--- src/rtl/dpot_pkg.sv ---
package dpot_pkg;
  localparam int BYTE_W  = 8;
  localparam int DATA_W  = 10;
  localparam int NUM_DR  = 4;
  localparam int PTR_W   = $clog2(NUM_DR);
  localparam int NUM_TAP = 1 << DATA_W;
  localparam logic [3:0] ID_NIBBLE = 4'b0101;

  typedef enum logic [2:0] {
    OP_RD_STAT = 3'b000,
    OP_W2D     = 3'b001,
    OP_D2W     = 3'b010,
    OP_RSVD    = 3'b011,
    OP_RD_WIP  = 3'b100,
    OP_WR_WIP  = 3'b101,
    OP_RD_DR   = 3'b110,
    OP_WR_DR   = 3'b111
  } op_e;

  typedef enum logic [2:0] {
    EV_NONE, EV_XFER, EV_WRITE, EV_RD_HI, EV_RD_LO
  } ev_e;

  typedef struct packed {
    ev_e               ev;
    op_e               op;
    logic [PTR_W-1:0]  ptr;
    logic [DATA_W-1:0] data;
  } cmd_t;

  function automatic logic id_match(logic [BYTE_W-1:0] b, logic a0);
    return (b[7:4] == ID_NIBBLE) && (b[1] == a0);
  endfunction

  function automatic logic op_is_read(op_e op);
    return (op == OP_RD_STAT) || (op == OP_RD_WIP) || (op == OP_RD_DR);
  endfunction

  function automatic logic op_is_xfer(op_e op);
    return (op == OP_W2D) || (op == OP_D2W);
  endfunction

  function automatic logic instr_legal(op_e op, logic rw);
    return (op != OP_RSVD) && (rw == op_is_read(op));
  endfunction

  function automatic logic [BYTE_W-1:0] hi_byte(logic [DATA_W-1:0] v);
    return BYTE_W'(v >> BYTE_W);
  endfunction

  function automatic logic [BYTE_W-1:0] lo_byte(logic [DATA_W-1:0] v);
    return v[BYTE_W-1:0];
  endfunction
endpackage

--- src/rtl/dpot_frame_parser.sv ---
module dpot_frame_parser
  import dpot_pkg::*;
(
  input  logic              clk,
  input  logic              rst_n,
  input  logic              sel,
  input  logic              rx_valid,
  input  logic [BYTE_W-1:0] rx_data,
  input  logic              strap_a0,
  output cmd_t              cmd,
  output logic              reject
);
  logic [1:0]             idx_q;
  logic                   dead_q;
  logic                   rw_q;
  op_e                    op_q;
  logic [PTR_W-1:0]       ptr_q;
  logic [DATA_W-BYTE_W-1:0] hi_q;

  op_e              op_in;
  logic [PTR_W-1:0] ptr_in;
  logic             take;

  assign op_in  = op_e'(rx_data[7:5]);
  assign ptr_in = rx_data[PTR_W-1:0];
  assign take   = sel && rx_valid && !dead_q;

  always_comb begin
    cmd    = '0;
    reject = 1'b0;
    if (take) begin
      case (idx_q)
        2'd0: reject = !id_match(rx_data, strap_a0);
        2'd1: begin
          if (!instr_legal(op_in, rw_q)) begin
            reject = 1'b1;
          end else if (op_is_xfer(op_in)) begin
            cmd.ev  = EV_XFER;
            cmd.op  = op_in;
            cmd.ptr = ptr_in;
          end else if (op_is_read(op_in)) begin
            cmd.ev  = EV_RD_HI;
            cmd.op  = op_in;
            cmd.ptr = ptr_in;
          end
        end
        2'd2: begin
          if (op_is_read(op_q)) begin
            cmd.ev  = EV_RD_LO;
            cmd.op  = op_q;
            cmd.ptr = ptr_q;
          end
        end
        default: begin
          if (!op_is_read(op_q)) begin
            cmd.ev   = EV_WRITE;
            cmd.op   = op_q;
            cmd.ptr  = ptr_q;
            cmd.data = {hi_q, rx_data};
          end
        end
      endcase
    end
  end

  always_ff @(posedge clk) begin
    if (!rst_n) begin
      idx_q  <= '0;
      dead_q <= 1'b0;
      rw_q   <= 1'b0;
      op_q   <= OP_RD_STAT;
      ptr_q  <= '0;
      hi_q   <= '0;
    end else if (!sel) begin
      idx_q  <= '0;
      dead_q <= 1'b0;
    end else if (take) begin
      if (reject) begin
        dead_q <= 1'b1;
      end else begin
        case (idx_q)
          2'd0: rw_q <= rx_data[0];
          2'd1: begin
            op_q  <= op_in;
            ptr_q <= ptr_in;
          end
          2'd2: hi_q <= rx_data[DATA_W-BYTE_W-1:0];
          default: ;
        endcase
        if ((idx_q == 2'd3) || (idx_q == 2'd1 && op_is_xfer(op_in)))
          dead_q <= 1'b1;
        else
          idx_q <= idx_q + 2'd1;
      end
    end
  end
endmodule

--- src/rtl/dpot_busy_timer.sv ---
module dpot_busy_timer #(
  parameter int CYCLES = 2500000
) (
  input  logic clk,
  input  logic rst_n,
  input  logic start,
  output logic busy
);
  localparam int CW = $clog2(CYCLES + 1);
  logic [CW-1:0] cnt_q;

  always_ff @(posedge clk) begin
    if (!rst_n) begin
      busy  <= 1'b0;
      cnt_q <= '0;
    end else if (start) begin
      busy  <= 1'b1;
      cnt_q <= CW'(CYCLES - 1);
    end else if (busy) begin
      if (cnt_q == '0) busy <= 1'b0;
      else             cnt_q <= cnt_q - 1'b1;
    end
  end
endmodule

--- src/rtl/dpot_reg_bank.sv ---
module dpot_reg_bank
  import dpot_pkg::*;
#(
  parameter int                         BUSY_CYCLES = 2500000,
  parameter logic [NUM_DR*DATA_W-1:0]   DR_INIT     = '0
) (
  input  logic                     clk,
  input  logic                     rst_n,
  input  cmd_t                     cmd,
  input  logic                     wp_n,
  output logic [DATA_W-1:0]        wiper,
  output logic [NUM_DR*DATA_W-1:0] dr_flat,
  output logic                     wip,
  output logic                     nv_req,
  output logic                     nv_accept,
  output logic                     wiper_we
);
  logic [DATA_W-1:0] dr_q [NUM_DR];
  logic [DATA_W-1:0] nv_data;
  logic [DATA_W-1:0] wiper_d;

  assign nv_req = ((cmd.ev == EV_XFER)  && (cmd.op == OP_W2D)) ||
                  ((cmd.ev == EV_WRITE) && (cmd.op == OP_WR_DR));
  assign nv_accept = nv_req && wp_n && !wip;
  assign nv_data   = (cmd.op == OP_W2D) ? wiper : cmd.data;

  assign wiper_we = ((cmd.ev == EV_XFER)  && (cmd.op == OP_D2W)) ||
                    ((cmd.ev == EV_WRITE) && (cmd.op == OP_WR_WIP));
  assign wiper_d  = (cmd.op == OP_D2W) ? dr_q[cmd.ptr] : cmd.data;

  always_ff @(posedge clk) begin
    if (!rst_n) begin
      wiper <= DR_INIT[DATA_W-1:0];
    end else if (wiper_we) begin
      wiper <= wiper_d;
    end
  end

  for (genvar g = 0; g < NUM_DR; g++) begin : g_dr
    always_ff @(posedge clk) begin
      if (!rst_n)
        dr_q[g] <= DR_INIT[g*DATA_W +: DATA_W];
      else if (nv_accept && (cmd.ptr == PTR_W'(g)))
        dr_q[g] <= nv_data;
    end
    assign dr_flat[g*DATA_W +: DATA_W] = dr_q[g];
  end

  dpot_busy_timer #(.CYCLES(BUSY_CYCLES)) u_timer (
    .clk   (clk),
    .rst_n (rst_n),
    .start (nv_accept),
    .busy  (wip)
  );
endmodule

--- src/rtl/dpot_tap_decoder.sv ---
module dpot_tap_decoder
  import dpot_pkg::*;
(
  input  logic [DATA_W-1:0]  pos,
  output logic [NUM_TAP-1:0] taps
);
  for (genvar t = 0; t < NUM_TAP; t++) begin : g_tap
    assign taps[t] = (pos == DATA_W'(t));
  end
endmodule

--- src/rtl/dpot_cmd_ctrl.sv ---
module dpot_cmd_ctrl
  import dpot_pkg::*;
#(
  parameter int                       BUSY_CYCLES = 2500000,
  parameter logic [NUM_DR*DATA_W-1:0] DR_INIT     = '0
) (
  input  logic               clk,
  input  logic               rst_n,
  input  logic               cs_active,
  input  logic               rx_valid,
  input  logic [BYTE_W-1:0]  rx_byte,
  input  logic               addr_strap,
  input  logic               wp_n,
  output logic [BYTE_W-1:0]  tx_byte,
  output logic [DATA_W-1:0]  wiper,
  output logic [NUM_TAP-1:0] tap_sel,
  output logic               wip
);
  cmd_t                     cmd;
  logic                     frame_reject;
  logic [NUM_DR*DATA_W-1:0] dr_flat;
  logic                     nv_req;
  logic                     nv_accept;
  logic                     wiper_we;
  logic [DATA_W-1:0]        rd_value;

  dpot_frame_parser u_parser (
    .clk      (clk),
    .rst_n    (rst_n),
    .sel      (cs_active),
    .rx_valid (rx_valid),
    .rx_data  (rx_byte),
    .strap_a0 (addr_strap),
    .cmd      (cmd),
    .reject   (frame_reject)
  );

  dpot_reg_bank #(.BUSY_CYCLES(BUSY_CYCLES), .DR_INIT(DR_INIT)) u_regs (
    .clk       (clk),
    .rst_n     (rst_n),
    .cmd       (cmd),
    .wp_n      (wp_n),
    .wiper     (wiper),
    .dr_flat   (dr_flat),
    .wip       (wip),
    .nv_req    (nv_req),
    .nv_accept (nv_accept),
    .wiper_we  (wiper_we)
  );

  dpot_tap_decoder u_taps (
    .pos  (wiper),
    .taps (tap_sel)
  );

  always_comb begin
    case (cmd.op)
      OP_RD_WIP: rd_value = wiper;
      OP_RD_DR:  rd_value = dr_flat[cmd.ptr*DATA_W +: DATA_W];
      default:   rd_value = {{(DATA_W-1){1'b0}}, wip};
    endcase
  end

  always_ff @(posedge clk) begin
    if (!rst_n || !cs_active) begin
      tx_byte <= '0;
    end else if (cmd.ev == EV_RD_HI) begin
      tx_byte <= hi_byte(rd_value);
    end else if (cmd.ev == EV_RD_LO) begin
      tx_byte <= lo_byte(rd_value);
    end
  end
endmodule

--- config.mk ---
export PLATFORM = sky130hd
export DESIGN_NAME = dpot_cmd_ctrl
export DESIGN_NICKNAME = d
export VERILOG_FILES = /design/src/rtl/dpot_pkg.sv /design/src/rtl/dpot_frame_parser.sv /design/src/rtl/dpot_busy_timer.sv /design/src/rtl/dpot_reg_bank.sv /design/src/rtl/dpot_tap_decoder.sv /design/src/rtl/dpot_cmd_ctrl.sv
export SDC_FILE = /design/constraint.sdc
export NUM_CORES = 1
export LEC_CHECK = 0
export ABC_CLOCK_PERIOD_IN_PS = 4200
export BUFFER_PORTS_ARGS = -buffer_cell sky130_fd_sc_hd__buf_2
export CAP_MARGIN = 20
export CORE_AREA = 4 4 410 412
export DETAILED_ROUTE_END_ITERATION = 10
export DIE_AREA = 0 0 414 416
export HOLD_SLACK_MARGIN = 0.12
export PLACE_DENSITY = 0.36
export SETUP_SLACK_MARGIN = 0.02
export SLEW_MARGIN = 20
export SYNTH_ARGS = -nofsm -noshare
export SYNTH_HDL_FRONTEND = slang
export SYNTH_SLANG_ARGS = --single-unit
--- constraint.sdc ---
create_clock -name clk -period 4.2 [get_ports clk]
set_input_delay 1.05 -clock clk [delete_from_list [all_inputs] [get_ports clk]]
set_output_delay 1.05 -clock clk [all_outputs]
set_load 0.01 [all_outputs]
# --- After elaboration in Yosys (flattened, before gate mapping) ---
# Memories as Yosys holds them, arrays and structs flattened.
# Cells that the tools add are included.
totals:
  memories: 1
  reg_bits: 52
  mem_bits_ro: 0
  output_inout_bits: 1043
  ram_bits: 40
  wordCells: 1165
  latchBits: 0
  inputBits: 14
classes:
  multipliers: 1
  n_reduce_logical: 49
  addsub: 2
  eq_ne: 1050
  mux: 41
  bitwise_logic: 8
  n_shift: 1
  magnitude_cmp: 0
  div_mod_pow: 0
mem_list:
  columns: ["name", "depth", "word_bits", "rd", "rd_clocked_by_memory_dff", "wr", "line_no", "text"]
  rows:
  - ["u_regs.dr_q", 4, 10, 5, 0, 4, "dpot_reg_bank.sv:18", "logic [DATA_W-1:0] dr_q [NUM_DR];"]
op_table:
  columns: ["cell", "count"]
  rows:
  - ["$eq A10 B10 Y1 const B", 512]
  - ["$eq A10 B9 Y1 const B", 256]
  - ["$eq A10 B8 Y1 const B", 128]
  - ["$eq A10 B7 Y1 const B", 64]
  - ["$eq A10 B6 Y1 const B", 32]
  - ["$eq A10 B5 Y1 const B", 16]
  - ["$eq A10 B4 Y1 const B", 8]
  - ["$mux W10", 7]
  - ["$mux W22", 3]
  - ["$eq A10 B3 Y1 const B", 4]
  - ["$shiftx A40 B7 Y10", 1]
  - ["$eq A3 B3 Y1 const B", 9]
  - ["$pmux W8 S3", 1]
  - ["$logic_not A22 Y1", 1]
  - ["$sub A22 B1 Y22 const B", 1]
  - ["$eq A10 B2 Y1 const B", 2]
  - ["$mux W1", 20]
  - ["$pmux W10 S2", 1]
  - ["$mux W18", 1]
  - ["$mux W17", 1]
  - ["$mux W8", 2]
  - ["$logic_and A1 B1 Y1", 15]
  - ["$mux W7", 2]
  - ["$eq A3 B2 Y1 const B", 4]
  - ["other kinds (25)", 61]

# --- Logic depth before layout (Yosys ltp) ---
# Gate-level depths: netlist (run 1).
depth:
  depth_word: 18
  ltp_mapped: 13
  mapped_depth_nobuf: 10

# --- Hierarchy ---
# Synthesis (run 1) repeated with hierarchy kept, for this count alone.
hier_totals:
  hier_cells: 1922
  hier_area_um2: 14475.1
by_module_without_submodules:
  columns: ["mod", "area_each_um2", "instances", "cells_each"]
  rows:
  - ["dpot_tap_decoder", 9196.3, 1, 1428]
  - ["dpot_reg_bank", 2492.4, 1, 182]
  - ["dpot_busy_timer", 1182.4, 1, 131]
  - ["dpot_frame_parser", 924.6, 1, 117]
  - ["dpot_cmd_ctrl", 679.4, 1, 64]

# --- Worst setup path after synthesis (run 1) ---
# OpenSTA, ideal clock, no wires.
synth_path:
  path_kind: "input to register"
  start: "input rx_byte[7]"
  end: "memory u_regs.dr_q[0][0], enable pin"
  setup_ns: 0.393
  cell_stages: 8
  required_ns: 3.807
  slack_ns: 0.505
  arrival_time_ns: 3.302
  cell_sequence: "buf_2 -> nand2b_1 -> a221oi_2 -> o22ai_1 -> and2_1 -> buf_2 -> buf_2 -> o31ai_1"
synth_rtl:
  columns: ["item", "line_no", "text"]
  rows:
  - ["start: declaration", "dpot_cmd_ctrl.sv:11", "input logic [BYTE_W-1:0] rx_byte,"]
  - ["end: declaration", "dpot_reg_bank.sv:18", null]

# --- Final worst setup path (run 1) ---
layout_path:
  start: "register u_regs.wiper[0]"
  end: "output tap_sel[736]"
layout_via:
  elab_chain_cells: 1
layout_lines:
  columns: ["item", "line_no", "text"]
  rows:
  - ["start: declaration", "dpot_reg_bank.sv:11", "output logic [DATA_W-1:0] wiper,"]
  - ["start signal: assignment", "dpot_reg_bank.sv:33", "wiper <= DR_INIT[DATA_W-1:0];"]
  - ["start signal: assignment", "dpot_reg_bank.sv:35", "wiper <= wiper_d;"]
  - ["$eq A10 B10 Y1", "dpot_tap_decoder.sv:8", "assign taps[t] = (pos == DATA_W'(t));"]
  - ["end: declaration", "dpot_cmd_ctrl.sv:16", "output logic [NUM_TAP-1:0] tap_sel,"]
# No other way between the ends.

==> results summary, run 1 <==
The summed instance area of the synthesized netlist is about 0.010 sq mm. By area, the combinational part of the netlist is dominated by simple AND/OR/NAND/NOR gates. The number of fill cells in the layout came out at 19.7k. The source-to-sink clock delay at the later pin of the worst-skew pair is between 0.3 and 0.4 ns.

For the finished layout, the period the worst path requires is 4.11 ns. Detailed placement finished with a half-perimeter wire length of between 100000 and 150000 um. The worst pin sits at a relative slew slack of between 40 and 50%. Static timing analysis puts the maximum clock frequency at about 240 MHz.

The async set or reset register ratio after synthesis came out at 0%. The total DRC errors in the routed layout came out at 0. Grouping stages by cell kind, the critical path spends the most delay in simple AND/OR/NAND/NOR gates. roughly 1.1k I/O pins were placed. The number of H-tree levels is 3.

The fraction of synthesized area in multiplexers is around 2.7%. The congestion estimate from routability-driven global placement came to 0.844. The area fraction in and, or, nand and nor cells after synthesis is about 59%. The synthesized netlist devotes approximately 6.7% of its cell area to compound gates. The xor/xnor cell area share of the yosys netlist came out at 2.21%.

Global routing used ~16% of the available tracks across all layers. Of all nets on the critical path, the largest fanout is 13. The worst hold path stage count is 2. The total clock buffers created by CTS is 9.

The core footprint came out at around 0.16 sq mm. The maximum buffer depth of the clock tree came out at 2. The analysis attributes to cell leakage a power of about 9.7 nW. The number of synthesized flops with an enable pin came out at 40. The total stage count of the critical path came out at 5. The flow ran to the end, and the final reports show no timing, DRC or antenna violations.

The number of register bits inferred by synthesis is 92. The number of hold violations in the final report is 0. Dividing total power by cell area gives a power density of a little over 90 mW/mm^2. The final routed wirelength across all metal layers is roughly 150000 um. The total of max-cap violations came out at 0. The final net count is about 3k. The total number of yosys warnings came out at 0. In the post-synthesis netlist, the biggest area contributors are nor2_1 (41%), edfxtp_1 (12%), nand2_1 (11%).

The via count of the first global-routing pass is roughly 17k. The number of buffer and inverter instances along the worst setup path is 2. The initial DRC count is roughly 1.8k. The maximum VDD drop is about 0.17 mV. The clock sink total is 92. For hold timing, the worst endpoint is u_parser.dead_q$_SDFFE_PN0P_. STA puts the critical path data arrival time at ~3.1 ns. The class of the worst hold path is reg -> reg. Clock-pin slew was measured on the worst setup and hold paths at approximately 0.070 ns.

Summed over all instances, the cell type with the most area after synthesis is nor2_1. The number of max-slew violations in the final report came out at 0. Setup repair after global routing left no endpoint under its margin.

The starting utilization of the core area came out at approximately 6.3%. The number of search-and-repair iterations in the first detailed-routing pass came out at 5. The signal on the critical path passes through nor4_2 > buf_4 > nand2_1 > nor2_1 > buf_2. Summing the areas of all fa, ha and maj instances in the mapped netlist gives less than 1% of the synthesized area. After synthesis, the most frequently instantiated cells are nor2_1 (1126), nand2_1 (292), clkbuf_1 (143).

STA puts the critical path data required time at 3.15 ns. The total nets after synthesis came out at ~2.0k. After routing, the total negative slack on setup checks comes to 0 ns. In this design, the stage delay of the slowest critical-path cell is 0.70 ns. The worst path uses between 90% and 100% of the clock period. The worst-case setup slack after placement came out at ~0.45 ns.

The synthesized instance count is roughly 2k. The critical path is of the reg -> out type. The number of antenna violations at the first check in global routing is 22.

The die covers roughly 0.17 sq mm. The horizontal extent of the die is about 410 um. The reg2reg setup slack came out at 1.00 ns. The number of nets with antenna violations after detailed routing came out at 0. The TritonCTS clock tree is done. The cell sitting at the root of the clock tree is a clkbuf_16. In the post-synthesis netlist, the cell with the most instances is nor2_1. Entering global routing, the biggest net connects ~110 pins. STA classifies the critical path startpoint as a flip-flop. A synthesized cell averages 5.19 sq um. The setup clock skew after layout is between 0.01 and 0.015 ns. The cell depth of the worst flop-to-flop path came out at 9. Setup violations remaining at the end of the flow were counted as 0. The detailed-route vias per instance came out at 3.51. Detailed routing inserted a total of about 18k vias. The share of the synthesized area in the top cell type came out at between 40% and 50%. The number of distinct library cells after synthesis is 59.

In this run the tool buffered the top-level ports with about 1.1k buffer cells. Compared with the post-synthesis result, the final layout area differs by 87.7%. The worst hold path begins at u_parser.dead_q$_SDFFE_PN0P_.

The most instantiated flip-flop cell in the synthesis netlist is dfxtp_1. The share of final-layout standard cells stronger than drive strength 1 is about two fifths. The measured slew at the worst slew-check pin came out at 0.849 ns. From bottom edge to top edge, the die measures between 400 and 500 um.

STA classifies the critical path endpoint as a primary output. The minimum setup slack in the final design came out at 0.0861 ns. The fraction of the yosys area taken by sequential cells came out at ~22%.

The cell type of the slowest stage on the worst timing path is nor4_2. After global routing the overflow that remains totals 0. The endpoint identified for the worst register-to-register timing path is u_regs.dr_q[0][5]$_SDFFCE_PN0P_. The wire length of the first global-routing pass came out at approximately 180000 um.

The wire length per cell came out at ~28 um. The startpoint identified for the worst register-to-register timing path is u_parser.idx_q[0]$_SDFFE_PN0P_. The number of rows in the core area is about 150.
cell type report:
class	instances	area [sq um]	area share (%)
timing repair buffer	1159	6520	33.8
multi-input combinational	1698	7490	38.8
sequential	92	2240	11.6
clock inverter	3	16.3	0.0843
tap	2189	2740	14.2
inverter	8	30.0	0.156
clock buffer	13	240	1.24
antenna	7	17.5	0.0907
flip-flops by register name, indices dropped and copies added, names as in the netlist:
signal	cells
u_regs.dr_q	40
u_regs.u_timer.cnt_q	22
u_regs.wiper	10
tx_byte	8
u_parser.op_q	3
u_parser.hi_q	2
u_parser.idx_q	2
u_parser.ptr_q	2
u_parser.dead_q	1
u_parser.rw_q	1
u_regs.u_timer.busy	1
report_power, final:
part           internal [W]  switching (W)   total, W
logic             0.0000270      0.0000569  0.0000839
clock network      0.000400       0.000346   0.000746
registers          0.000947     0.00000910   0.000956
metrics by stage:
stage               std cells  instance area, sq um  total power (W)  util, %  hold slack [ns]
detailed placement       5143                 19000          0.00106     11.5            0.484
floorplan                1980                 10300          0.00102        -            0.452
CTS                      5159                 19200          0.00181     11.7            0.500
global placement         5143                 19000          0.00106     11.5            0.482
finish                   5169                 19300          0.00179     11.7            0.496
global route             5162                 19300          0.00186     11.7            0.541
routing by layer:
metal	global-route usage, %	vias to the layer above	share of wire (%)
met5	0	-	0.0089
met4	3.79	2	2.6
met3	5.32	103	9.6
met2	26.3	1062	47
met1	19.5	8816	41
li1	-	8146	-
cells by family after synthesis:
kind of cell,count (synthesis)
mux,28
xor+xnor,26
simple gates,1531
fa+ha+maj,6
compound gates,107
buf+inv,190
flops,92
timing repair:
action                                  4_1_cts  5_1_grt
resized for setup                             0        2
endpoints found under the setup margin        0        9
hold buffers                                  0        0
setup buffers                                 0        3
how the worst max path moves through the flow:
stage / from / end
2_1_floorplan: rx_byte[7] / u_regs.dr_q[0][0]$_SDFFCE_PN0P_
3_3_place_gp: rx_byte[6] / u_regs.dr_q[0][5]$_SDFFCE_PN0P_
3_5_place_dp: u_regs.wiper[1]$_SDFFE_PN0P_ / tap_sel[90]
4_1_cts: u_regs.wiper[1]$_SDFFE_PN0P_ / tap_sel[90]
5_1_grt: u_regs.wiper[0]$_SDFFE_PN0P_ / tap_sel[736]
6_report: u_regs.wiper[0]$_SDFFE_PN0P_ / tap_sel[736]
cell usage in the layout (no fill, tap or decap), types with 11 or more instances in the layout:
cell type / n
nor2_1: 1111
nand3_1: 11
nor3_1: 15
dfxtp_1: 52
buf_4: 85
buf_2: 1040
a21oi_1: 41
buf_12: 34
nor3_2: 12
edfxtp_1: 40
o21ai_0: 18
nand2b_1: 12
and3_1: 13
xnor2_1: 17
mux2i_1: 28
nand2_1: 289
worst reg2reg max path: cells and delay by family, from the launching register on:
kind                       cells  cell delay (ns)
AOI/OAI and AO/OA              2             0.50
buffers and inverters          1             0.20
and+or+nand+nor                5             1.49
adders and majority gates      1             0.43
DFF                            1             0.43
Note: power is estimated with default switching activity, not from simulation.
==> run 2, diff against run 1 <==
--- a/config.mk
+++ b/config.mk
@@ -9,10 +9,12 @@
 export BUFFER_PORTS_ARGS = -buffer_cell sky130_fd_sc_hd__buf_2
 export CAP_MARGIN = 20
 export CORE_AREA = 4 4 410 412
+export CTS_BUF_LIST = sky130_fd_sc_hd__clkbuf_8
 export DETAILED_ROUTE_END_ITERATION = 10
 export DIE_AREA = 0 0 414 416
 export HOLD_SLACK_MARGIN = 0.12
 export PLACE_DENSITY = 0.36
+export RECOVER_POWER = 50
 export SETUP_SLACK_MARGIN = 0.02
 export SLEW_MARGIN = 20
 export SYNTH_ARGS = -nofsm -noshare
==> results summary, run 2 (same netlist as run 1, synthesis figures left out) <==
The largest registers in the layout are u_regs.dr_q (40), u_regs.u_timer.cnt_q (22), u_regs.wiper (10). The starting utilization of the core area came out at under 10%. The measured slew at the worst slew-check pin is ~1.1 ns. Summed over all nets, the half-perimeter wirelength after detailed placement is 120000 um. The wire length per cell is between 20 and 30 um. The pin count of the biggest net entering global routing is around 110.

The detailed router finished its first iteration with 1745 violations. The library cell used most frequently in the layout, excluding fill and tap cells, is nor2_1. Ranked by flip-flop count, first place goes to u_regs.dr_q. After detailed routing, no signal wire sits above met5. The highest clock frequency the design can meet came out at 243 MHz. The final standard cell utilization of the core is 11.3%. The wire length on met3 is between 10000 and 15000 um. Headroom to the max-slew limit came out at 27.6%. The setup total negative slack is 0 ns. The number of setup violations in the final report is 0. Relative to the synthesized area, the layout overhead comes to 80.5%. Power spread over the standard cell area amounts to between 80 and 90 mW/mm^2. The routability congestion estimate from global placement is roughly 0.84. During I/O placement, the number of pins put on the boundary was approximately 1.1k.

The nature of the critical path startpoint is a flip-flop. The via count of the first global-routing pass was approximately 17k. The final standard cell area without fillers came out at 0.0186 sq mm. The worst path arrival time is ~3.1 ns. Global routing used between 10% and 20% of the available tracks across all layers. The setup clock skew after layout is ~0.018 ns. In this run the vertical extent of the chip is ~420 um. In this run the critical register-to-register path is launched from u_parser.idx_q[0]$_SDFFE_PN0P_. The flip-flop count of the largest register after layout is 40. The TritonCTS clock tree is done. The worst setup path is captured at a primary output. The maximum buffer depth of the clock tree came out at 2. The clock-pin slew of the registers on the worst-case setup and hold paths came out at 0.10 ns. The horizontal extent of the die is a little over 400 um. The wire length of the first global-routing pass came out at ~180000 um. The critical path is of the reg -> out type. The final net count came out at 2988. The detail route stage leaves a number of antenna-violating nets equal to 0. The quantity of I/O buffers inserted on ports came out at 1056.

The number of hold violations in the final report is 0. The number of search-and-repair iterations in the first detailed-routing pass is 5. The number of max-slew violations in the final report came out at 0. The critical path contains buffers and inverters numbering 2 combined. The maximum VDD drop came out at roughly 0.11 mV. The overall overflow remaining after global route came out at 0.

Summing all placed instances gives a cell area of roughly 0.019 sq mm. The met1 wire length is ~61000 um. The clock sink total is between 90 and 100. The design draws between 0.0015 and 0.002 W. The top cell types in the final layout, fill and taps aside, are nor2_1 (1113), buf_2 (653), clkbuf_1 (400). After detailed routing, the met2 layer carries 67600 um of wire. Across all hold checks on the routed design, the worst slack comes to roughly 0.5 ns. The master cell of the clock root buffer is clkbuf_8. The final routed wirelength across all metal layers came out at about 150000 um. In this run the static leakage power is about 7.9 nW.

The slowest stage of the critical path is the nor4_2 cell. Setup repair after global routing left no endpoint under its margin. The final critical-path required period is about 4 ns. The number of H-tree levels came out at 3. The class of the worst hold path is reg -> reg. The delay of the slowest critical-path stage is roughly 0.7 ns. The core footprint is 0.164 sq mm.

The floorplan die area is roughly 0.17 sq mm. The number of antenna violations at the first check in global routing came out at 23. The worst min-delay path startpoint is u_parser.dead_q$_SDFFE_PN0P_. The largest fanout on the critical path is 13. The total clock buffers created by CTS is 9. STA puts the critical path data required time at 3.15 ns. Of the cells placed in the final design, the portion with a size suffix greater than 1 is a little over a quarter. The signal on the critical path passes through nor4_2 > buf_4 > nand2_1 > nor2_1 > buf_2.

The total via count in the routed design came out at between 15k and 20k. The post-route clock period utilization came out at ~100%. The number of rows in the core area is between 100 and 150. Tracing the worst setup path back leads to its startpoint at u_regs.wiper[0]$_SDFFE_PN0P_. The detailed-route vias per instance came out at about 3.5. Buffers inserted to repair hold after CTS numbered 0. The total DRC errors in the routed layout came out at 0. The flow ran to the end, and the final reports show no timing, DRC or antenna violations.

The source-to-sink clock delay at the later pin of the worst-skew pair came out at 0.38 ns. The cell class contributing the biggest share of worst-path delay is simple AND/OR/NAND/NOR gates. The total of max-cap violations came out at 0.
## run 2: where the power goes
group	switching, W	total, W	internal, W	leakage, nW
Clock	0.000327	0.000532	0.000204	0.0917
Combinational	0.0000563	0.0000816	0.0000253	6.94
Sequential	0.00000933	0.000955	0.000946	0.826
Total	0.000393	0.00157	0.00118	7.86
## run 2: final timing paths
kind | end | slack [ns] | depth (start not counted)
setup / recovery | tap_sel[736] | 0.09 | 5
hold / removal | u_parser.dead_q$_SDFFE_PN0P_ | 0.50 | 2
setup reg to reg | u_regs.dr_q[0][4]$_SDFFCE_PN0P_ | 0.73 | 10
hold reg to reg | u_parser.dead_q$_SDFFE_PN0P_ | 0.50 | 2
## run 2: through the flow
stage / setup WS, ns / instances
after global placement: 0.441 / 5143
after CTS: 0.0271 / 5159
final: 0.0859 / 5172
after detailed placement: 0.449 / 5143
after global routing: 0.0413 / 5165
after floorplan: 0.505 / 1980
## run 2: repair_timing
item,CTS,global route
pin swaps,1,1
setup buffers,0,3
resized for setup,0,2
endpoints found under the hold margin,0,0
setup endpoints to repair,1,12
## run 2: worst register-to-register path, stage by stage (launching register included)
cell and delay, ns:
dfxtp_1 0.44, ha_1 0.44, inv_1 0.20, nor2_1 0.24, a221o_1 0.31, nand3_1 0.13, o22ai_1 0.21, nand3b_1 0.15
clkbuf_1 0.39, o31ai_1 0.34, clkbuf_2 0.31
## run 2: metal layers
metal  global-route usage (%)  up-vias
met5                        0        -
met4                     3.86        2
met3                     5.26      108
met2                     26.3     1005
met1                     19.5     8928
li1                         -     8152
## run 2: area by class of cell
type,instances,area (sq um)
diodes,10,25.0
well taps,2189,2740
inverters,8,30.0
clock buffers,9,124
fillers,19800,146000
multi-input cells,1698,7440
flip-flops and latches,92,2240
clock inverters,7,31.3
repair buffers,1159,5930
==> run 3, diff against run 2 <==
--- a/config.mk
+++ b/config.mk
@@ -8,12 +8,14 @@
 export ABC_CLOCK_PERIOD_IN_PS = 4200
 export BUFFER_PORTS_ARGS = -buffer_cell sky130_fd_sc_hd__buf_2
 export CAP_MARGIN = 20
-export CORE_AREA = 4 4 410 412
+export CELL_PAD_IN_SITES_DETAIL_PLACEMENT = 1
+export CELL_PAD_IN_SITES_GLOBAL_PLACEMENT = 2
+export CORE_AREA = 4 4 413 415
 export CTS_BUF_LIST = sky130_fd_sc_hd__clkbuf_8
 export DETAILED_ROUTE_END_ITERATION = 10
-export DIE_AREA = 0 0 414 416
+export DIE_AREA = 0 0 417 419
 export HOLD_SLACK_MARGIN = 0.12
-export PLACE_DENSITY = 0.36
+export PLACE_DENSITY = 0.53
 export RECOVER_POWER = 50
 export SETUP_SLACK_MARGIN = 0.02
 export SLEW_MARGIN = 20
==> results summary, run 3 (same netlist as run 1, synthesis figures left out) <==
The total I/O pin count is about 1.1k. In this run the power density over the cells is just over 90 mW/mm^2. Clock-pin slew was measured on the worst setup and hold paths at roughly 0.10 ns. IR analysis of the VDD net gives a maximum drop of roughly 0.15 mV. The library cell used most frequently in the layout, excluding fill and tap cells, is nor2_1. The total clock buffers created by CTS is 9. The worst-case setup slack after placement came out at ~0.28 ns. The total of max-cap violations came out at 0. The worst setup path is launched from a flip-flop.

The largest registers in the layout are u_regs.dr_q (40), u_regs.u_timer.cnt_q (22), u_regs.wiper (10). The number of rows in the core area is 150. Derived from the worst setup path, the maximum achievable clock frequency is between 200 and 250 MHz.

The number of search-and-repair iterations in the first detailed-routing pass came out at 5. The measured slew at the worst slew-check pin is between 0.9 and 1 ns. The clock network power share came out at 40.4%.

The cell type of the slowest stage on the worst timing path is dfxtp_1. Combinational logic is responsible for around 4.7% of the overall power. Broken down by cell family, the worst path's largest delay share belongs to simple AND/OR/NAND/NOR gates. The number of max-slew violations in the final report came out at 0. The pin count of the biggest net entering global routing is between 100 and 150.

For this run, the total global-route usage over all layers was measured as about 16%. The relative contribution of sequential cells to total power came out at a little under three fifths. The post-DP HPWL is roughly 120000 um. The setup clock skew after layout came out at approximately 0.01 ns. For this block, the via count after detailed routing is 18.0k. Buffers placed on the I/O ports in this run total roughly 1.1k.

The via count of the first global-routing pass is around 18k. The number of antenna violations at the first check in global routing is 22. The minimum setup slack in the final design is roughly 0.12 ns. The clock net in this run drives a total of 92 sinks. The detailed-route vias per instance came out at about 3.5. The share of final-layout standard cells stronger than drive strength 1 came out at between 20% and 30%. The final routed wirelength across all metal layers is about 150000 um.

The flip-flop count of the largest register after layout is 40. The setup path with the least slack is of type reg -> out. On the worst path, the slowest cell contributes a delay of roughly 0.65 ns.

The number of buffers and inverters on the critical path is 2. Summed over all cells, the static leakage comes to around 8 nW. Overall power consumption after layout is estimated at approximately 0.0017 W. Dividing the detail-routed wire length by the instance count gives 29.1 um. The data required time of the worst path is between 3 and 4 ns. The number of nets with antenna violations after detailed routing came out at 0. The post-cts hold buffer count is 0. Setup repair after global routing could not meet its margin everywhere. The final critical path takes up 97.2% of the cycle. The initial DRC count came out at 1257. The signed area change from the synthesized netlist to the final layout came out at 80.9%. The total DRC errors in the routed layout came out at 0. The final net count came out at approximately 3k. The nature of the critical path endpoint is a primary output. The starting utilization of the core area is under 10%. The remaining max-slew budget at the tightest pin came out at 36.5%. In the layout the commonest cells are nor2_1 (1115), buf_2 (676), clkbuf_1 (372).

The final critical-path required period came out at 4.08 ns. The largest fanout on the critical path is 11. The switching power came out at just over 0.0004 W. In this run the clock root is driven by a clkbuf_8.

For this run the aggregate overflow at the end of global routing stands at 0. The number of fill cells in the layout came out at 20.9k. The signal on the critical path passes through nand2b_1 > nor2_4 > clkbuf_2 > nand2_1 > nor2_1 > buf_2. At the later pin of the worst-skew pair, clock insertion delay measures 0.37 ns.

The die height came out at ~420 um. The class of the worst hold path is reg -> reg. The switching fraction of total power is a little under a quarter. The setup total negative slack came out at 0 ns.

The core footprint is ~0.17 sq mm. The routability congestion estimate from global placement came out at 0.823. The horizontal extent of the die came out at roughly 420 um. The maximum buffer depth of the clock tree came out at 2.

The internal power summed over all cells came out at approximately 0.0013 W. At the end of the flow the core is filled with cells to roughly 11%. The worst path arrival time came out at 3.03 ns. The number of setup violations in the final report is 0. The floorplan die area came out at between 0.15 and 0.2 sq mm. TritonCTS built the clock tree. The flow ran to the end, and the final reports show no timing, DRC or antenna violations. The wire length of the first global-routing pass is about 190000 um. The number of hold violations in the final report came to 0. The register with the most flip-flops in the final layout is u_regs.dr_q. The number of H-tree levels is 3.
-- run 3: final timing paths --
check | from | slack [ns] | cells after the start | endpoint
max | u_regs.wiper[0]$_SDFFE_PN0P_ | 0.12 | 6 | tap_sel[953]
max reg2reg | u_parser.idx_q[0]$_SDFFE_PN0P_ | 0.95 | 9 | u_regs.dr_q[0][5]$_SDFFCE_PN0P_
min | u_parser.dead_q$_SDFFE_PN0P_ | 0.50 | 2 | u_parser.dead_q$_SDFFE_PN0P_
min reg2reg | u_parser.dead_q$_SDFFE_PN0P_ | 0.50 | 2 | u_parser.dead_q$_SDFFE_PN0P_
-- run 3: worst register-to-register path: stages, from the launching register on --
cell	delay, ns
dfxtp_1	0.44
ha_1	0.44
inv_1	0.21
nor2_1	0.23
a221o_1	0.32
nand3_1	0.15
o22ai_1	0.23
nand3b_1	0.16
or4_1	0.72
nor2_1	0.19
-- run 3: area by class of cell --
| class | count | area, sq um | share of cell area (%) |
|---|---|---|---|
| Clock inverter | 6 | 87.6 | 0.471 |
| Tap cell | 2204 | 2760 | 14.8 |
| Clock buffer | 10 | 138 | 0.740 |
| Antenna cell | 8 | 20.0 | 0.108 |
| Multi-Input combinational cell | 1698 | 7460 | 40.1 |
| Timing Repair Buffer | 1159 | 5860 | 31.5 |
| Sequential cell | 92 | 2240 | 12.1 |
| Inverter | 8 | 30.0 | 0.161 |
-- run 3: timing repair --
item | CTS | global route
setup buffers | 3 | 0
endpoints found under the setup margin | 12 | 7
gates resized for setup | 0 | 4
pin swaps | 1 | 0
-- run 3: through the flow --
step | hold WS [ns] | instances | cell area (sq um)
4_1_cts | 0.508 | 5177 | 19100
2_1_floorplan | 0.452 | 1980 | 10300
5_1_grt | 0.547 | 5178 | 18600
3_3_place_gp | 0.475 | 5158 | 18900
3_5_place_dp | 0.487 | 5158 | 18900
6_report | 0.500 | 5185 | 18600
-- run 3: power by group through the flow --
stage | logic (W) | clock network (W) | registers [W]
after floorplan | 0.0000480 | 0 | 0.000970
after global placement | 0.0000828 | 0 | 0.000976
after detailed placement | 0.0000828 | 0 | 0.000975
after CTS | 0.0000830 | 0.000730 | 0.000955
after global routing | 0.0000894 | 0.000770 | 0.000956
final | 0.0000810 | 0.000701 | 0.000955
-- run 3: routing by layer --
layer  vias up  track usage [%]  routed length, um
li1       8140                -                  -
met1      9040             20.6              65000
met2       734             27.8              72600
met3        64             3.97              10700
met4         0             2.18               2470
met5         -                0                  0
